--- src/rtl/rtc_pkg.sv ---
package rtc_pkg;

    localparam int SEC_W     = 6;
    localparam int MIN_W     = 6;
    localparam int HR_W      = 5;
    localparam int SEC_LIMIT = 60;
    localparam int MIN_LIMIT = 60;
    localparam int HR_LIMIT  = 24;

    // Action chosen by the timebase for the current cycle
    typedef enum logic [1:0] {
        TB_HOLD,
        TB_COUNT,
        TB_WRAP,
        TB_LOAD
    } tb_act_e;

    // Action chosen by one time unit for the current cycle
    typedef enum logic [1:0] {
        CA_HOLD,
        CA_INC,
        CA_WRAP,
        CA_LOAD
    } cnt_act_e;

endpackage

--- src/rtl/rtc_timebase.sv ---
module rtc_timebase
    import rtc_pkg::*;
#(
    parameter int CNT_W = 16
) (
    input  logic clk,
    input  logic rst_n,
    input  logic tick_en,
    input  logic load_en,
    output logic step,
    output logic sec_pulse
);

    localparam logic [CNT_W-1:0] MSB_ONLY = {1'b1, {(CNT_W-1){1'b0}}};
    localparam logic [CNT_W-1:0] ONE      = CNT_W'(1);
    localparam logic [CNT_W-2:0] LOW_ONE  = (CNT_W-1)'(1);

    logic [CNT_W-1:0] count;
    tb_act_e          act;

    // Action decode: load has precedence over the enable
    always_comb begin
        if (load_en)
            act = TB_LOAD;
        else if (tick_en && (&count))
            act = TB_WRAP;
        else if (tick_en)
            act = TB_COUNT;
        else
            act = TB_HOLD;
    end

    assign step = (act == TB_WRAP);

    // Counter register
    always_ff @(posedge clk or negedge rst_n) begin
        if (!rst_n) begin
            count <= '0;
        end else begin
            unique case (act)
                TB_HOLD:  count <= count;
                TB_COUNT: count <= count + ONE;
                TB_WRAP:  count <= {1'b1, count[CNT_W-2:0] + LOW_ONE};
                TB_LOAD:  count <= MSB_ONLY;
            endcase
        end
    end

    // Output register
    always_ff @(posedge clk or negedge rst_n) begin
        if (!rst_n)
            sec_pulse <= 1'b0;
        else
            sec_pulse <= (act == TB_WRAP);
    end

    p_wrap_preload_r3: assert property (@(posedge clk) disable iff (!rst_n)
        (tick_en && !load_en && (&count)) |=> (count == MSB_ONLY) && sec_pulse);

    p_msb_sticky_r3: assert property (@(posedge clk) disable iff (!rst_n)
        count[CNT_W-1] |=> count[CNT_W-1]);

    p_single_pulse_r4: assert property (@(posedge clk) disable iff (!rst_n)
        sec_pulse |=> !sec_pulse);

    p_idle_hold_r2: assert property (@(posedge clk) disable iff (!rst_n)
        (!tick_en && !load_en) |=> $stable(count) && !sec_pulse);

    p_load_wins_r8: assert property (@(posedge clk) disable iff (!rst_n)
        load_en |=> (count == MSB_ONLY) && !sec_pulse);

endmodule

--- src/rtl/rtc_wrap_counter.sv ---
module rtc_wrap_counter
    import rtc_pkg::*;
#(
    parameter int W     = 6,
    parameter int LIMIT = 60
) (
    input  logic         clk,
    input  logic         rst_n,
    input  logic         step,
    input  logic         load_en,
    input  logic [W-1:0] load_val,
    output logic [W-1:0] value,
    output logic         at_last
);

    localparam logic [W-1:0] LAST = W'(LIMIT - 1);
    localparam logic [W-1:0] ONE  = W'(1);

    cnt_act_e act;

    // Values at or beyond the last legal value wrap on the next step
    assign at_last = (value >= LAST);

    always_comb begin
        if (load_en)
            act = CA_LOAD;
        else if (step && at_last)
            act = CA_WRAP;
        else if (step)
            act = CA_INC;
        else
            act = CA_HOLD;
    end

    always_ff @(posedge clk or negedge rst_n) begin
        if (!rst_n) begin
            value <= '0;
        end else begin
            unique case (act)
                CA_HOLD: value <= value;
                CA_INC:  value <= value + ONE;
                CA_WRAP: value <= '0;
                CA_LOAD: value <= load_val;
            endcase
        end
    end

    p_wrap_zero_r9: assert property (@(posedge clk) disable iff (!rst_n)
        (step && !load_en && at_last) |=> (value == '0));

    p_inc_one_r5: assert property (@(posedge clk) disable iff (!rst_n)
        (step && !load_en && !at_last) |=> (value == $past(value) + ONE));

    p_load_r7: assert property (@(posedge clk) disable iff (!rst_n)
        load_en |=> (value == $past(load_val)));

    p_hold_r2: assert property (@(posedge clk) disable iff (!rst_n)
        (!step && !load_en) |=> $stable(value));

endmodule

--- src/rtl/rtc_tick_clock.sv ---
module rtc_tick_clock
    import rtc_pkg::*;
#(
    parameter int CNT_W = 16
) (
    input  logic             clk,
    input  logic             rst_n,
    input  logic             tick_en,
    input  logic             load_en,
    input  logic [SEC_W-1:0] load_sec,
    input  logic [MIN_W-1:0] load_min,
    input  logic [HR_W-1:0]  load_hr,
    output logic [SEC_W-1:0] sec,
    output logic [MIN_W-1:0] min,
    output logic [HR_W-1:0]  hr,
    output logic             sec_pulse
);

    logic sec_step;
    logic min_step;
    logic hr_step;
    logic sec_last;
    logic min_last;
    logic hr_last;

    rtc_timebase #(.CNT_W(CNT_W)) u_timebase (
        .clk       (clk),
        .rst_n     (rst_n),
        .tick_en   (tick_en),
        .load_en   (load_en),
        .step      (sec_step),
        .sec_pulse (sec_pulse)
    );

    // Carry chain: each unit steps when all lower units wrap
    assign min_step = sec_step && sec_last;
    assign hr_step  = min_step && min_last;

    rtc_wrap_counter #(.W(SEC_W), .LIMIT(SEC_LIMIT)) u_sec (
        .clk      (clk),
        .rst_n    (rst_n),
        .step     (sec_step),
        .load_en  (load_en),
        .load_val (load_sec),
        .value    (sec),
        .at_last  (sec_last)
    );

    rtc_wrap_counter #(.W(MIN_W), .LIMIT(MIN_LIMIT)) u_min (
        .clk      (clk),
        .rst_n    (rst_n),
        .step     (min_step),
        .load_en  (load_en),
        .load_val (load_min),
        .value    (min),
        .at_last  (min_last)
    );

    rtc_wrap_counter #(.W(HR_W), .LIMIT(HR_LIMIT)) u_hr (
        .clk      (clk),
        .rst_n    (rst_n),
        .step     (hr_step),
        .load_en  (load_en),
        .load_val (load_hr),
        .value    (hr),
        .at_last  (hr_last)
    );

    p_sec_with_pulse_r5: assert property (@(posedge clk) disable iff (!rst_n)
        (!load_en && !$past(load_en) && $changed(sec)) |-> sec_pulse);

    p_min_carry_r6: assert property (@(posedge clk) disable iff (!rst_n)
        (!load_en && sec_pulse && (sec == '0)) |-> (min != $past(min) || hr_last || $past(min) == '0));

    p_hr_range_r6: assert property (@(posedge clk) disable iff (!rst_n)
        (hr_step && !hr_last) |=> (hr != '0));

endmodule

--- config.mk ---
export PLATFORM = sky130hd
export DESIGN_NAME = rtc_tick_clock
export DESIGN_NICKNAME = d
export VERILOG_FILES = /design/src/rtl/rtc_pkg.sv /design/src/rtl/rtc_timebase.sv /design/src/rtl/rtc_wrap_counter.sv /design/src/rtl/rtc_tick_clock.sv
export SDC_FILE = /design/constraint.sdc
export NUM_CORES = 1
export LEC_CHECK = 0
export BUFFER_PORTS_ARGS = -buffer_cell sky130_fd_sc_hd__buf_4
export CAP_MARGIN = 20
export CORE_ASPECT_RATIO = 0.6
export CORE_MARGIN = 2
export CORE_UTILIZATION = 59
export CTS_BUF_LIST = sky130_fd_sc_hd__clkbuf_4 sky130_fd_sc_hd__clkbuf_8 sky130_fd_sc_hd__clkbuf_16
export DETAILED_ROUTE_END_ITERATION = 10
export PLACE_DENSITY = 0.85
export SLEW_MARGIN = 10
export SYNTH_ARGS = -nofsm -noshare
export SYNTH_HDL_FRONTEND = slang
export SYNTH_SLANG_ARGS = --single-unit
export TNS_END_PERCENT = 5
--- constraint.sdc ---
create_clock -name clk -period 6.28 [get_ports clk]
set_input_delay 1.256 -clock clk [delete_from_list [all_inputs] [get_ports clk]]
set_output_delay 1.256 -clock clk [all_outputs]
set_load 0.005 [all_outputs]
# Yosys cells after proc, flatten, opt, wreduce, memory -nomap -nowiden

Cells that the tools add are included.

Flip-flop bits (word level): 34
Bits of input ports: 21
Output and inout bits: 18
Logic and storage cells: 50

Add/sub/neg operators: 5
Order comparisons: 3
Equality and inequality tests: 12
Muxes and demuxes: 16
Reduce and logical (&&, ||, !) cells: 9

Operators by type and width:

| kind                                           | number |
|---|---|
| one-hot mux 16 bit (3 select lines)            | 1 |
| one-hot mux 6 bit (3 select lines)             | 2 |
| adder 16 x 1 -> 16 bit (second input constant) | 1 |
| == test 2 bit (second input constant)          | 8 |
| 2-to-1 mux 2 bit                               | 8 |
| AND reduction 16 bit                           | 1 |
| adder 15 x 1 -> 15 bit (second input constant) | 1 |
| one-hot mux 5 bit (3 select lines)             | 1 |
| adder 6 x 1 -> 6 bit (second input constant)   | 2 |
| >= comparator 6 bit (second input constant)    | 2 |
| == test 2 x 1 -> 1 bit (second input constant) | 4 |
| logical NOT 2 bit                              | 4 |
| adder 5 x 1 -> 5 bit (second input constant)   | 1 |
| >= comparator 5 bit (second input constant)    | 1 |
| logical AND 1 bit                              | 4 |
| 2-to-1 mux 1 bit                               | 4 |

# Longest topological paths before layout

Gate-level depths: netlist of run 1.

Word-level depth: 12
Gate-level depth with buffers: 8
Mapped depth without buffers: 6

# Hierarchy

Synthesis of run 1 repeated with hierarchy kept, for this count alone.

Cells, all modules: 218
Area, all modules: 2,000.7 sq um

Modules (own cells, without submodules):

| module                       | times used | cells each | area an instance (sq um) | sequential area each (sq um) |
|---|---|---|---|---|
| rtc_timebase                 | 1          | 88         | 855.8                    | 425.4 |
| rtc_wrap_counter (u_min ...) | 2          | 45         | 394.1                    | 150.1 |
| rtc_wrap_counter (u_hr)      | 1          | 38         | 344.1                    | 125.1 |
| rtc_tick_clock               | 1          | 2          | 12.5                     | 0.0 |

# Least setup slack after synthesis of run 1

OpenSTA, ideal clock, no wires.

Path type: input to register
Start point: in tick_en
End point: reg u_hr.value[2]
Setup time: 0.136 ns
Data arrival time: 2.532 ns
Required time: 6.144 ns
Slack: 3.612 ns
Cell stages on the path: 7
Buffers on the path: 2
Path through: buf_6 nand2_4 or2_1 buf_6 or4b_4 o21ai_1 o311ai_1

Longest elaborated chain between the ends: 11
Elaborated cells between the ends (all ways): 16
Those cells by class: eq/ne: 4; mux: 7; reduce/logical: 5

RTL lines:

| what                                                    | line                                           | text |
|---|---|---|
| start, declared                                         | rtc_tick_clock.sv:8                            | `input logic tick_en,` |
| 2-to-1 mux 1 bit or logical AND 1 bit (tied branches)   | rtc_timebase.sv:27, rtc_timebase.sv:25         |  |
| 2-to-1 mux 2 bit (*)                                    | rtc_timebase.sv:25                             | `else if (tick_en && (&count))` |
| 2-to-1 mux 2 bit (*)                                    | rtc_timebase.sv:23                             | `if (load_en)` |
| == test 2 bit (*)                                       | rtc_timebase.sv:33                             | `assign step = (act == TB_WRAP);` |
| logical AND 1 bit (*)                                   | rtc_tick_clock.sv:36                           | `assign min_step = sec_step && sec_last;` |
| logical AND 1 bit (*)                                   | rtc_tick_clock.sv:37                           | `assign hr_step = min_step && min_last;` |
| 2-to-1 mux 1 bit or logical AND 1 bit (tied branches)   | rtc_wrap_counter.sv:29, rtc_wrap_counter.sv:27 |  |
| 2-to-1 mux 2 bit (*)                                    | rtc_wrap_counter.sv:27                         | `else if (step && at_last)` |
| 2-to-1 mux 2 bit (*)                                    | rtc_wrap_counter.sv:25                         | `if (load_en)` |
| == test 2 bit or == test 2 x 1 -> 1 bit (tied branches) | rtc_wrap_counter.sv:39                         | `unique case (act)` |
| one-hot mux 5 bit (3 select lines)                      | rtc_wrap_counter.sv:39                         |  |
| end signal, assigned                                    | rtc_wrap_counter.sv:40                         | `CA_HOLD: value <= value;` |
| end signal, assigned                                    | rtc_wrap_counter.sv:41                         | `CA_INC: value <= value + ONE;` |
| end signal, assigned                                    | rtc_wrap_counter.sv:43                         | `CA_LOAD: value <= load_val;` |
| end, declared                                           | rtc_wrap_counter.sv:12                         | `output logic [W-1:0] value,` |

Mark *: on every way between the ends. The rest lies on a longest branch, timed or not.
A chain may end at the register's enable or synchronous reset.

# Worst setup path after layout of run 1

Start point: in tick_en
End point: reg u_hr.value[3]

Same word-level chain as after synthesis.

==> impl_metrics.env, run 1 <==
export IMPL_outcome="completed"
export IMPL_swShare_pct=26.3
export IMPL_hold_start="u_timebase.count[15]$_DFFE_PN0P_"
export IMPL_rrSetupSlack_ns=3.96
export IMPL_synth_compound_area_share_pct=15.7
export IMPL_slew_headroom_pct=55.6
export IMPL_synth_top_family_by_area="simple AND/OR/NAND/NOR gates"
export IMPL_final_common_cell="buf_4"
export IMPL_yosysWarnings=0
export IMPL_grt_pass1_wl_um=7520
export IMPL_drtIter0Drc=103
export IMPL_synth_seq_cells=34
export IMPL_finalPower_mw=0.527
export IMPL_crit_required_ns=6.47
export IMPL_grt_max_degree=58
export IMPL_routedWlPerCell_um=14.6
export IMPL_yosys_area_share_simple_pct=28.1
export IMPL_nNetsFinal=279
export IMPL_hpwl_um=3170
export IMPL_start_util_pct=61.8
export IMPL_grtUsageTotal_pct=25.0
export IMPL_cpMaxStageDelayCell="or3_1"
export IMPL_cts_buffer_depth=2
export IMPL_cts_resized=0
export IMPL_vias=1756
export IMPL_hold_violations=0
export IMPL_cp_top_family="simple AND/OR/NAND/NOR gates"
export IMPL_p_sw_mw=0.138
export IMPL_htreeDepth=2
export IMPL_synth_area_mux_share_pct=1.49
export IMPL_comb_power_share_pct=14.2
export IMPL_post_cts_buffers=0
export IMPL_ys_flop_type="dfrtp_1"
export IMPL_cts_root_buf="clkbuf_8"
export IMPL_cp_max_fo=11
export IMPL_cts_tree="built"
export IMPL_path_buf_inv=1
export IMPL_yosys_area_share_adder_pct=2.48
export IMPL_worst_slew_pin_slew_ns=0.665
export IMPL_synth_nets=244
export IMPL_die_h_um=49.3
export IMPL_port_buffers=38
export IMPL_syn_to_final_growth_pct=19.2
export IMPL_drive_gt1_share_pct=22.4
export IMPL_clkSinkCount=34
export IMPL_rsz0062_at_grt="no"
export IMPL_p_clk_share_pct=38.7
export IMPL_cts_buffers=5
export IMPL_core_area_um2=3260
export IMPL_power_internal_mw=0.388
export IMPL_path_class="input pin to flip-flop"
export IMPL_slowest_delay_ns=0.41
export IMPL_drc=0
export IMPL_end_kind="flip-flop"
export IMPL_syn_cell_area_um2=2020
export IMPL_fin_setup_tns_ns=0
export IMPL_ys_seq_area_share_pct=42.2
export IMPL_antenna_found_initial=0
export IMPL_holdBufCountCts=0
export IMPL_fin_crit_ns=2.63
export IMPL_vias_per_cell=5.85
export IMPL_critPathArrivalTime_ns=2.82
export IMPL_synth_xor_area_share_pct=5.21
export IMPL_ys_types=49
export IMPL_synth_edff_count=0
export IMPL_setup_worst_path_start="tick_en"
export IMPL_async_flop_share_pct=100
export IMPL_drv_slew=0
export IMPL_globalRouteOverflowTotal=0
export IMPL_ir_drop_mv=0.157
export IMPL_clk_pin_slew_ns=0.08
export IMPL_timing_rr_start="u_timebase.count[0]$_DFFE_PN0P_"
export IMPL_wl_um=4390
export IMPL_nFillCells=255
export IMPL_max_freq_mhz=381
export IMPL_power_per_cell_area_nw_per_um2=219
export IMPL_gp_congestion=0.846
export IMPL_layout_common_cells="buf_4, dfrtp_1, nor2_1"
export IMPL_die_x_um=79.5
export IMPL_drtAntennaViolNets=0
export IMPL_crit_chain="buf_4 > nand4_1 > or3_1 > nor2_2 > nand3_2 > o311ai_1"
export IMPL_hp_class="flip-flop to flip-flop"
export IMPL_placementRows=16
export IMPL_placed_area_um2=2290
export IMPL_num_antenna_cells=0
export IMPL_final_period_utilization_pct=41.8
export IMPL_clk_latency_ns=0.29
export IMPL_avgSynthCellArea_um2=9.22
export IMPL_dieArea_um2=3920
export IMPL_firstDrtPassIters=4
export IMPL_crit_path_start_kind="input pin"
export IMPL_syn_inst=219
export IMPL_multiInputGateArea_um2=1070
export IMPL_skew_ns=0.00469
export IMPL_setup_violations=0
export IMPL_grt_pass1_vias=1591
export IMPL_p_leak_nw=1.05
export IMPL_maxCapViolCount=0
export IMPL_fin_area_um2=2410
export IMPL_regArea_um2=851
export IMPL_p_seq_share_pct=47.1
export IMPL_io_pins=39
==> cells by family (layout without fill, tap and decap cells) <==
group	count (synthesis)	in the layout
and+or+nand+nor	103	103
AOI/OAI and AO/OA	45	45
DFF	34	34
buffers and inverters	18	54
xor gates and xnor gates	12	12
adders and majority gates	4	4
muxes	3	3
==> per-layer routing <==
| metal | share of wire (%) | up-vias | global-route usage (%) | routed length, µm |
|---|---|---|---|---|
| met3 | 5.9 | 4 | 5.93 | 260 |
| met2 | 43 | 55 | 36.1 | 1890 |
| met1 | 50 | 847 | 37.1 | 2210 |
| li1 | - | 850 | - | - |
| met4 | 0.66 | 0 | 7.76 | 29 |
| met5 | 0 | - | 0 | 0 |
==> power groups by stage <==
stage	Clock (mW)	Combinational, mW	Sequential, mW
floorplan	0	0.0393	0.249
global placement	0	0.0738	0.251
detailed placement	0	0.0753	0.251
CTS	0.208	0.0756	0.247
global route	0.219	0.0842	0.251
finish	0.204	0.0749	0.248
==> per-stage QoR <==
step	util, %	hold slack, ns	setup WS, ns	cells
floorplan	-	0.523	3.61	219
global placement	70.2	0.554	3.40	292
detailed placement	70.2	0.558	3.36	292
CTS	73.7	0.576	3.67	300
global route	73.7	0.614	3.47	300
finish	73.7	0.571	3.65	300
==> worst reg2reg max path: stages (launching register included) <==
cell	delay (ns)
dfrtp_1	0.44
ha_1	0.32
nand4_1	0.18
or3_1	0.41
nor2_2	0.39
nand3_2	0.21
o311ai_1	0.27
==> Yosys cell counts, types with 3 or more instances <==
| cell type | instances | area, µm² |
|---|---|---|
| dfrtp_1 | 34 | 851 |
| nor2_1 | 26 | 97.6 |
| nand2_1 | 20 | 75.1 |
| nand3_1 | 12 | 60.1 |
| a21oi_1 | 8 | 40.0 |
| inv_1 | 8 | 30.0 |
| o21ai_0 | 7 | 35.0 |
| xnor2_1 | 7 | 61.3 |
| nand2b_1 | 6 | 37.5 |
| nand4_1 | 6 | 37.5 |
| nor2b_1 | 6 | 37.5 |
| clkbuf_1 | 5 | 18.8 |
| xor2_1 | 5 | 43.8 |
| a21boi_0 | 4 | 30.0 |
| buf_6 | 4 | 45.0 |
| ha_1 | 4 | 50.1 |
| o21ai_1 | 4 | 20.0 |
| o31a_1 | 4 | 35.0 |
| or3_1 | 4 | 25.0 |
| and3_1 | 3 | 18.8 |
| mux2i_1 | 3 | 30.0 |
| nor3_1 | 3 | 15.0 |
| nor4_1 | 3 | 18.8 |
==> state kept, by name, summed over array words and instances, names as in the netlist <==
name	flops
u_sec.value	6
u_hr.value	5
u_timebase.count	16
u_timebase.sec_pulse	1
u_min.value	6
==> worst paths after layout <==
check | endpoint | depth (start not counted)
setup / recovery | u_hr.value[3]$_DFFE_PN0P_ | 6
setup reg to reg | u_hr.value[3]$_DFFE_PN0P_ | 6
min in group asynchronous | u_timebase.count[3]$_DFFE_PN0P_ | 1
max in group asynchronous | u_sec.value[5]$_DFFE_PN0P_ | 1
hold reg to reg | u_timebase.count[15]$_DFFE_PN0P_ | 2
hold / removal | u_timebase.count[15]$_DFFE_PN0P_ | 2
==> layout make-up <==
| cell class | instances | share of cell area, % |
|---|---|---|
| clock buffers | 5 | 2.86 |
| clock inverters | 3 | 1.87 |
| inverters | 8 | 1.25 |
| multi-input cells | 167 | 44.5 |
| flip-flops and latches | 34 | 35.4 |
| well taps | 45 | 2.34 |
| repair buffers | 38 | 11.9 |
(Power assumes the default switching activity.)
==> run 2, diff against run 1 <==
--- a/config.mk
+++ b/config.mk
@@ -5,14 +5,15 @@
 export SDC_FILE = /design/constraint.sdc
 export NUM_CORES = 1
 export LEC_CHECK = 0
+export ABC_AREA = 1
 export BUFFER_PORTS_ARGS = -buffer_cell sky130_fd_sc_hd__buf_4
 export CAP_MARGIN = 20
 export CORE_ASPECT_RATIO = 0.6
 export CORE_MARGIN = 2
-export CORE_UTILIZATION = 59
+export CORE_UTILIZATION = 50
 export CTS_BUF_LIST = sky130_fd_sc_hd__clkbuf_4 sky130_fd_sc_hd__clkbuf_8 sky130_fd_sc_hd__clkbuf_16
 export DETAILED_ROUTE_END_ITERATION = 10
-export PLACE_DENSITY = 0.85
+export PLACE_DENSITY = 0.77
 export SLEW_MARGIN = 10
 export SYNTH_ARGS = -nofsm -noshare
 export SYNTH_HDL_FRONTEND = slang
==> constraint.sdc (replaced) <==
create_clock -name clk -period 2.25 [get_ports clk]
set_input_delay 0.45 -clock clk [delete_from_list [all_inputs] [get_ports clk]]
set_output_delay 0.45 -clock clk [all_outputs]
set_load 0.005 [all_outputs]
==> impl_metrics.env, run 2 <==
export IMPL_final_period_utilization_pct=85.3
export IMPL_setup_violations=0
export IMPL_syn_to_final_growth_pct=19.1
export IMPL_gp_congestion=0.846
export IMPL_routedWlPerCell_um=13.5
export IMPL_ys_seq_area_share_pct=41.8
export IMPL_crit_path_start_kind="flip-flop"
export IMPL_wl_um=4780
export IMPL_synth_xor_area_share_pct=3.45
export IMPL_clk_pin_slew_ns=0.07
export IMPL_routed_top_layer="met4"
export IMPL_synth_edff_count=0
export IMPL_rrSetupSlack_ns=0.33
export IMPL_fin_crit_ns=1.92
export IMPL_die_x_um=86.3
export IMPL_cts_resized=0
export IMPL_wl_met3_um=336
export IMPL_drive_gt1_share_pct=21.6
export IMPL_end_kind="flip-flop"
export IMPL_cts_buffers=5
export IMPL_post_cts_buffers=0
export IMPL_syn_inst=266
export IMPL_holdBufCountCts=0
export IMPL_synth_compound_area_share_pct=5.17
export IMPL_skew_ns=0.00517
export IMPL_vias_per_cell=5.29
export IMPL_pre_cts_ws_ns=0.363
export IMPL_yosys_area_top_type="dfrtp_1"
export IMPL_start_util_pct=53.7
export IMPL_layout_common_cells="nand2_1, buf_4, nand3_1"
export IMPL_grt_pass1_vias=1702
export IMPL_slowest_delay_ns=0.42
export IMPL_drt_met1_wl_um=2430
export IMPL_path_class="flip-flop to flip-flop"
export IMPL_synth_area_leaders="dfrtp_1, nand2_1, nand3_1, inv_1, nor2_1"
export IMPL_crit_chain="ha_1 > nor2_1 > nor2_4 > nand3_2 > nand2_1 > nand2_1 > nand2_1 > nand3_1"
export IMPL_cts_root_buf="clkbuf_8"
export IMPL_rsz0062_at_grt="no"
export IMPL_top_regs="u_timebase.count: 16 flops, u_min.value: 6 flops, u_sec.value: 6 flops"
export IMPL_cp_max_fo=11
export IMPL_ys_types=33
export IMPL_grt_max_degree=35
export IMPL_ys_flop_type="dfrtp_1"
export IMPL_synth_most_common_cell="nand2_1"
export IMPL_clk_latency_ns=0.29
export IMPL_drtIter0Drc=160
export IMPL_core_area_um2=3790
export IMPL_drc=0
export IMPL_power_per_cell_area_nw_per_um2=606
export IMPL_cp_top_family="simple AND/OR/NAND/NOR gates"
export IMPL_crit_required_ns=2.42
export IMPL_firstDrtPassIters=4
export IMPL_cp_depth=8
export IMPL_port_buffers=38
export IMPL_worst_slew_pin_slew_ns=0.434
export IMPL_slew_headroom_pct=70.8
export IMPL_clkSinkCount=34
export IMPL_finalPower_mw=1.47
export IMPL_yosysWarnings=0
export IMPL_p_leak_nw=1.24
export IMPL_fin_setup_tns_ns=0
export IMPL_maxCapViolCount=0
export IMPL_reg2reg_to="u_hr.value[1]$_DFFE_PN0P_"
export IMPL_synth_top_family_by_area="simple AND/OR/NAND/NOR gates"
export IMPL_globalRouteOverflowTotal=0
export IMPL_hpwl_um=3580
export IMPL_rr_worst_depth=8
export IMPL_io_pins=39
export IMPL_netlist_top_cells_count="nand2_1, nand3_1, dfrtp_1, inv_1, nor2_1"
export IMPL_fin_ws_ns=0.331
export IMPL_critPathMostFrequentCell="nand2_1"
export IMPL_cts_buffer_depth=2
export IMPL_fin_util_pct=64.0
export IMPL_drv_slew=0
export IMPL_hold_violations=0
export IMPL_dieArea_um2=4610
export IMPL_synth_top_area_share_pct=41.8
export IMPL_largest_register="u_timebase.count"
export IMPL_wl_met2_um=1950
export IMPL_yosys_area_share_adder_pct=2.46
export IMPL_outcome="completed"
export IMPL_synth_area_mux_share_pct=0
export IMPL_cpMaxStageDelayCell="dfrtp_1"
export IMPL_num_antenna_cells=0
export IMPL_grt_pass1_wl_um=8020
export IMPL_antenna_found_initial=0
export IMPL_critPathArrivalTime_ns=2.09
export IMPL_hp_class="input pin to async pin"
export IMPL_yosys_area_share_simple_pct=38.7
export IMPL_placementRows=17
export IMPL_largest_reg_flops=16
export IMPL_syn_cell_area_um2=2030
export IMPL_nNetsFinal=330
export IMPL_final_common_cell="nand2_1"
export IMPL_drtAntennaViolNets=0
export IMPL_htreeDepth=2
export IMPL_vias=1866
export IMPL_timing_rr_start="u_sec.value[0]$_DFFE_PN0P_"
export IMPL_cts_tree="built"
export IMPL_avgSynthCellArea_um2=7.64
export IMPL_max_freq_mhz=521
export IMPL_die_h_um=53.4
export IMPL_synth_seq_cells=34
export IMPL_path_buf_inv=0
export IMPL_async_flop_share_pct=100
export IMPL_grtUsageTotal_pct=23.3
export IMPL_ir_drop_mv=0.295
export IMPL_synth_nets=291
## run 2: cell types whose count changed after synthesis, moves of 4 or more
cell	delta
nand2_2	+4
nand2_1	+51
or3_1	-4
nand3_1	+24
xnor2_1	-6
a21boi_0	-4
o31a_1	-4
o21ai_1	-4
nand2b_1	-6
inv_2	+4
nor2b_1	-6
nand4_1	+8
inv_1	+18
## run 2: power by group
part / internal (mW) / switching (mW) / total [mW]
clock: 0.259 / 0.226 / 0.485
sequential: 0.652 / 0.0565 / 0.708
combinational: 0.130 / 0.143 / 0.273
total: 1.04 / 0.426 / 1.47
## run 2: cell families (layout without fill, tap and decap cells)
| logic type | after synthesis | count (layout) |
|---|---|---|
| buffers and inverters | 37 | 77 |
| AND/OR/NAND/NOR | 164 | 164 |
| adder cells (fa/ha/maj) | 4 | 4 |
| AO/OA/AOI/OAI | 19 | 19 |
| flip-flops | 34 | 34 |
| XOR/XNOR | 8 | 8 |
## run 2: how the worst max path moves through the flow
| stage | from | to | slack, ns |
|---|---|---|---|
| floorplan | u_sec.value[0]$_DFFE_PN0P_ | u_min.value[2]$_DFFE_PN0P_ | 0.76 |
| global placement | u_sec.value[0]$_DFFE_PN0P_ | u_hr.value[2]$_DFFE_PN0P_ | 0.46 |
| detailed placement | u_sec.value[0]$_DFFE_PN0P_ | u_hr.value[1]$_DFFE_PN0P_ | 0.36 |
| CTS | u_sec.value[0]$_DFFE_PN0P_ | u_hr.value[1]$_DFFE_PN0P_ | 0.34 |
| global route | u_sec.value[0]$_DFFE_PN0P_ | u_hr.value[2]$_DFFE_PN0P_ | 0.14 |
| finish | u_sec.value[0]$_DFFE_PN0P_ | u_hr.value[1]$_DFFE_PN0P_ | 0.33 |
## run 2: cell type report
type                            count  area, µm²
Clock buffer                        7       90.1
Clock inverter                      1       5.00
Fill cell                         323       1360
Inverter                           30        113
Multi-Input combinational cell    195       1010
Sequential cell                    34        851
Tap cell                           47       58.8
Timing Repair Buffer               39        293
## run 2: worst reg2reg max path, stage by stage (launching register included)
cell	delay [ns]
dfrtp_1	0.42
ha_1	0.23
nor2_1	0.09
nor2_4	0.23
nand3_2	0.13
nand2_1	0.31
nand2_1	0.22
nand2_1	0.10
nand3_1	0.08
## run 2: through the flow
stage          cells  hold WS (ns)  cell area [µm²]
2_1_floorplan    266         0.154             2030
3_3_place_gp     345         0.424             2330
3_5_place_dp     345         0.426             2330
4_1_cts          353         0.108             2420
5_1_grt          353         0.127             2420
6_report         353        0.0946             2420
## run 2: routing by layer
layer / up-vias / global-route usage (%)
met5: - / 0
met4: 0 / 7.03
met3: 7 / 5.46
met2: 68 / 34.0
met1: 842 / 34.1
li1: 949 / -
==> run 3, diff against run 2 <==
--- a/config.mk
+++ b/config.mk
@@ -5,7 +5,6 @@
 export SDC_FILE = /design/constraint.sdc
 export NUM_CORES = 1
 export LEC_CHECK = 0
-export ABC_AREA = 1
 export BUFFER_PORTS_ARGS = -buffer_cell sky130_fd_sc_hd__buf_4
 export CAP_MARGIN = 20
 export CORE_ASPECT_RATIO = 0.6
==> impl_metrics.env, run 3 (synthesis results as in run 1) <==
export IMPL_clkSinkCount=34
export IMPL_crit_required_ns=2.42
export IMPL_placed_area_um2=2320
export IMPL_worst_slew_pin_slew_ns=0.445
export IMPL_end_kind="flip-flop"
export IMPL_final_common_cell="buf_4"
export IMPL_slew_headroom_pct=70.3
export IMPL_dieArea_um2=4580
export IMPL_final_period_utilization_pct=93.8
export IMPL_fin_util_pct=64.9
export IMPL_p_leak_nw=1.07
export IMPL_drtIter0Drc=133
export IMPL_gp_congestion=0.851
export IMPL_hp_class="input pin to async pin"
export IMPL_drtAntennaViolNets=0
export IMPL_cpMaxStageDelayCell="or4b_4"
export IMPL_die_x_um=86.0
export IMPL_drc=0
export IMPL_clk_latency_ns=0.29
export IMPL_core_area_um2=3760
export IMPL_vias=1741
export IMPL_outcome="completed"
export IMPL_grt_pass1_wl_um=7820
export IMPL_slowest_delay_ns=0.62
export IMPL_p_clk_share_pct=39.1
export IMPL_post_cts_buffers=0
export IMPL_multiInputGateArea_um2=1080
export IMPL_grt_max_degree=35
export IMPL_globalRouteOverflowTotal=0
export IMPL_skew_ns=0.00531
export IMPL_pre_cts_ws_ns=0.0607
export IMPL_routedWlPerCell_um=15.0
export IMPL_p_sw_mw=0.381
export IMPL_fin_ws_ns=0.140
export IMPL_die_h_um=53.2
export IMPL_fin_area_um2=2440
export IMPL_antenna_found_initial=0
export IMPL_hold_ws_ns=0.0929
export IMPL_firstDrtPassIters=4
export IMPL_cts_buffers=5
export IMPL_hold_violations=0
export IMPL_layout_common_cells="buf_4, dfrtp_1, nor2_1"
export IMPL_path_class="flip-flop to flip-flop"
export IMPL_num_antenna_cells=0
export IMPL_ir_drop_mv=0.434
export IMPL_nFillCells=321
export IMPL_placementRows=17
export IMPL_setup_violations=0
export IMPL_regArea_um2=851
export IMPL_syn_to_final_growth_pct=21.1
export IMPL_port_buffers=38
export IMPL_max_freq_mhz=474
export IMPL_holdBufCountCts=0
export IMPL_hpwl_um=3260
export IMPL_io_pins=39
export IMPL_fin_setup_tns_ns=0
export IMPL_critPathArrivalTime_ns=2.28
export IMPL_fin_crit_ns=2.11
export IMPL_grt_pass1_vias=1611
export IMPL_power_per_cell_area_nw_per_um2=612
export IMPL_crit_chain="ha_2 > nand2_4 > or2_1 > or4b_4 > a22oi_1 > o21ai_1"
export IMPL_cts_resized=0
export IMPL_cts_buffer_depth=2
export IMPL_cts_tree="built"
export IMPL_vias_per_cell=5.71
export IMPL_largest_register="u_timebase.count"
export IMPL_drv_slew=0
export IMPL_maxCapViolCount=0
export IMPL_crit_path_start_kind="flip-flop"
export IMPL_top_regs="u_timebase.count: 16 flops, u_min.value: 6 flops, u_sec.value: 6 flops"
export IMPL_swShare_pct=25.5
export IMPL_start_util_pct=53.6
export IMPL_power_internal_mw=1.11
export IMPL_comb_power_share_pct=14.5
export IMPL_htreeDepth=2
export IMPL_largest_reg_flops=16
export IMPL_grtUsageTotal_pct=22.7
export IMPL_nNetsFinal=283
export IMPL_cts_root_buf="clkbuf_8"
export IMPL_wl_um=4570
export IMPL_cp_max_fo=6
export IMPL_clk_pin_slew_ns=0.07
export IMPL_drive_gt1_share_pct=23.6
export IMPL_p_seq_share_pct=46.4
-- run 3: cell count changes in the layout (fill, tap and decap cells not counted), moves of 6 or more --
| cell | delta |
|---|---|
| nand2b_1 | +6 |
| nand2_1 | -51 |
| xnor2_1 | +6 |
| nand4_1 | -8 |
| nor2b_1 | +6 |
| nand3_1 | -24 |
| inv_1 | -18 |
-- run 3: path summary, 6_finish.rpt --
check / start / end / slack, ns / cells past startpoint
min reg2reg: u_timebase.count[15]$_DFFE_PN0P_ / u_timebase.count[15]$_DFFE_PN0P_ / 0.59 / 2
max: u_timebase.count[0]$_DFFE_PN0P_ / u_hr.value[1]$_DFFE_PN0P_ / 0.14 / 6
max reg2reg: u_timebase.count[0]$_DFFE_PN0P_ / u_hr.value[1]$_DFFE_PN0P_ / 0.14 / 6
min: rst_n / u_timebase.count[0]$_DFFE_PN0P_ / 0.09 / 1
max in group asynchronous: rst_n / u_timebase.count[13]$_DFFE_PN0P_ / 1.84 / 1
min in group clk: load_min[1] / u_min.value[1]$_DFFE_PN0P_ / 0.36 / 3
-- run 3: area by class of cell --
class                           count  share of cell area (%)
Multi-Input combinational cell    167                    44.1
Sequential cell                    34                    34.8
Timing Repair Buffer               42                    12.9
Clock buffer                        6                    3.38
Tap cell                           47                    2.41
Clock inverter                      1                    1.23
Inverter                            8                    1.23
-- run 3: metal layers --
layer	vias to the layer above	global-route usage (%)	part of all wire [%]
li1	866	-	-
met1	822	35.7	53
met2	46	29.2	39
met3	7	5.77	7.1
met4	0	7.14	1.2
met5	-	0	0
-- run 3: power groups by stage --
| stage | Combinational (mW) | Clock, mW | Sequential [mW] |
|---|---|---|---|
| CTS | 0.218 | 0.590 | 0.692 |
| global route | 0.246 | 0.616 | 0.699 |
| finish | 0.217 | 0.585 | 0.693 |
| floorplan | 0.110 | 0 | 0.694 |
| detailed placement | 0.217 | 0 | 0.703 |
| global placement | 0.214 | 0 | 0.702 |
-- run 3: critical path: cells and delay by family (launching register included) --
family,cells,cell delay (ns)
DFF,1,0.44
AOI/OAI and AO/OA,2,0.25
adders and majority gates,1,0.26
and+or+nand+nor,3,1.02
-- run 3: through the flow --
step                power (mW)  cells
finish                    1.50    305
global route              1.56    305
CTS                       1.50    305
detailed placement       0.920    298
global placement         0.915    298
floorplan                0.804    219
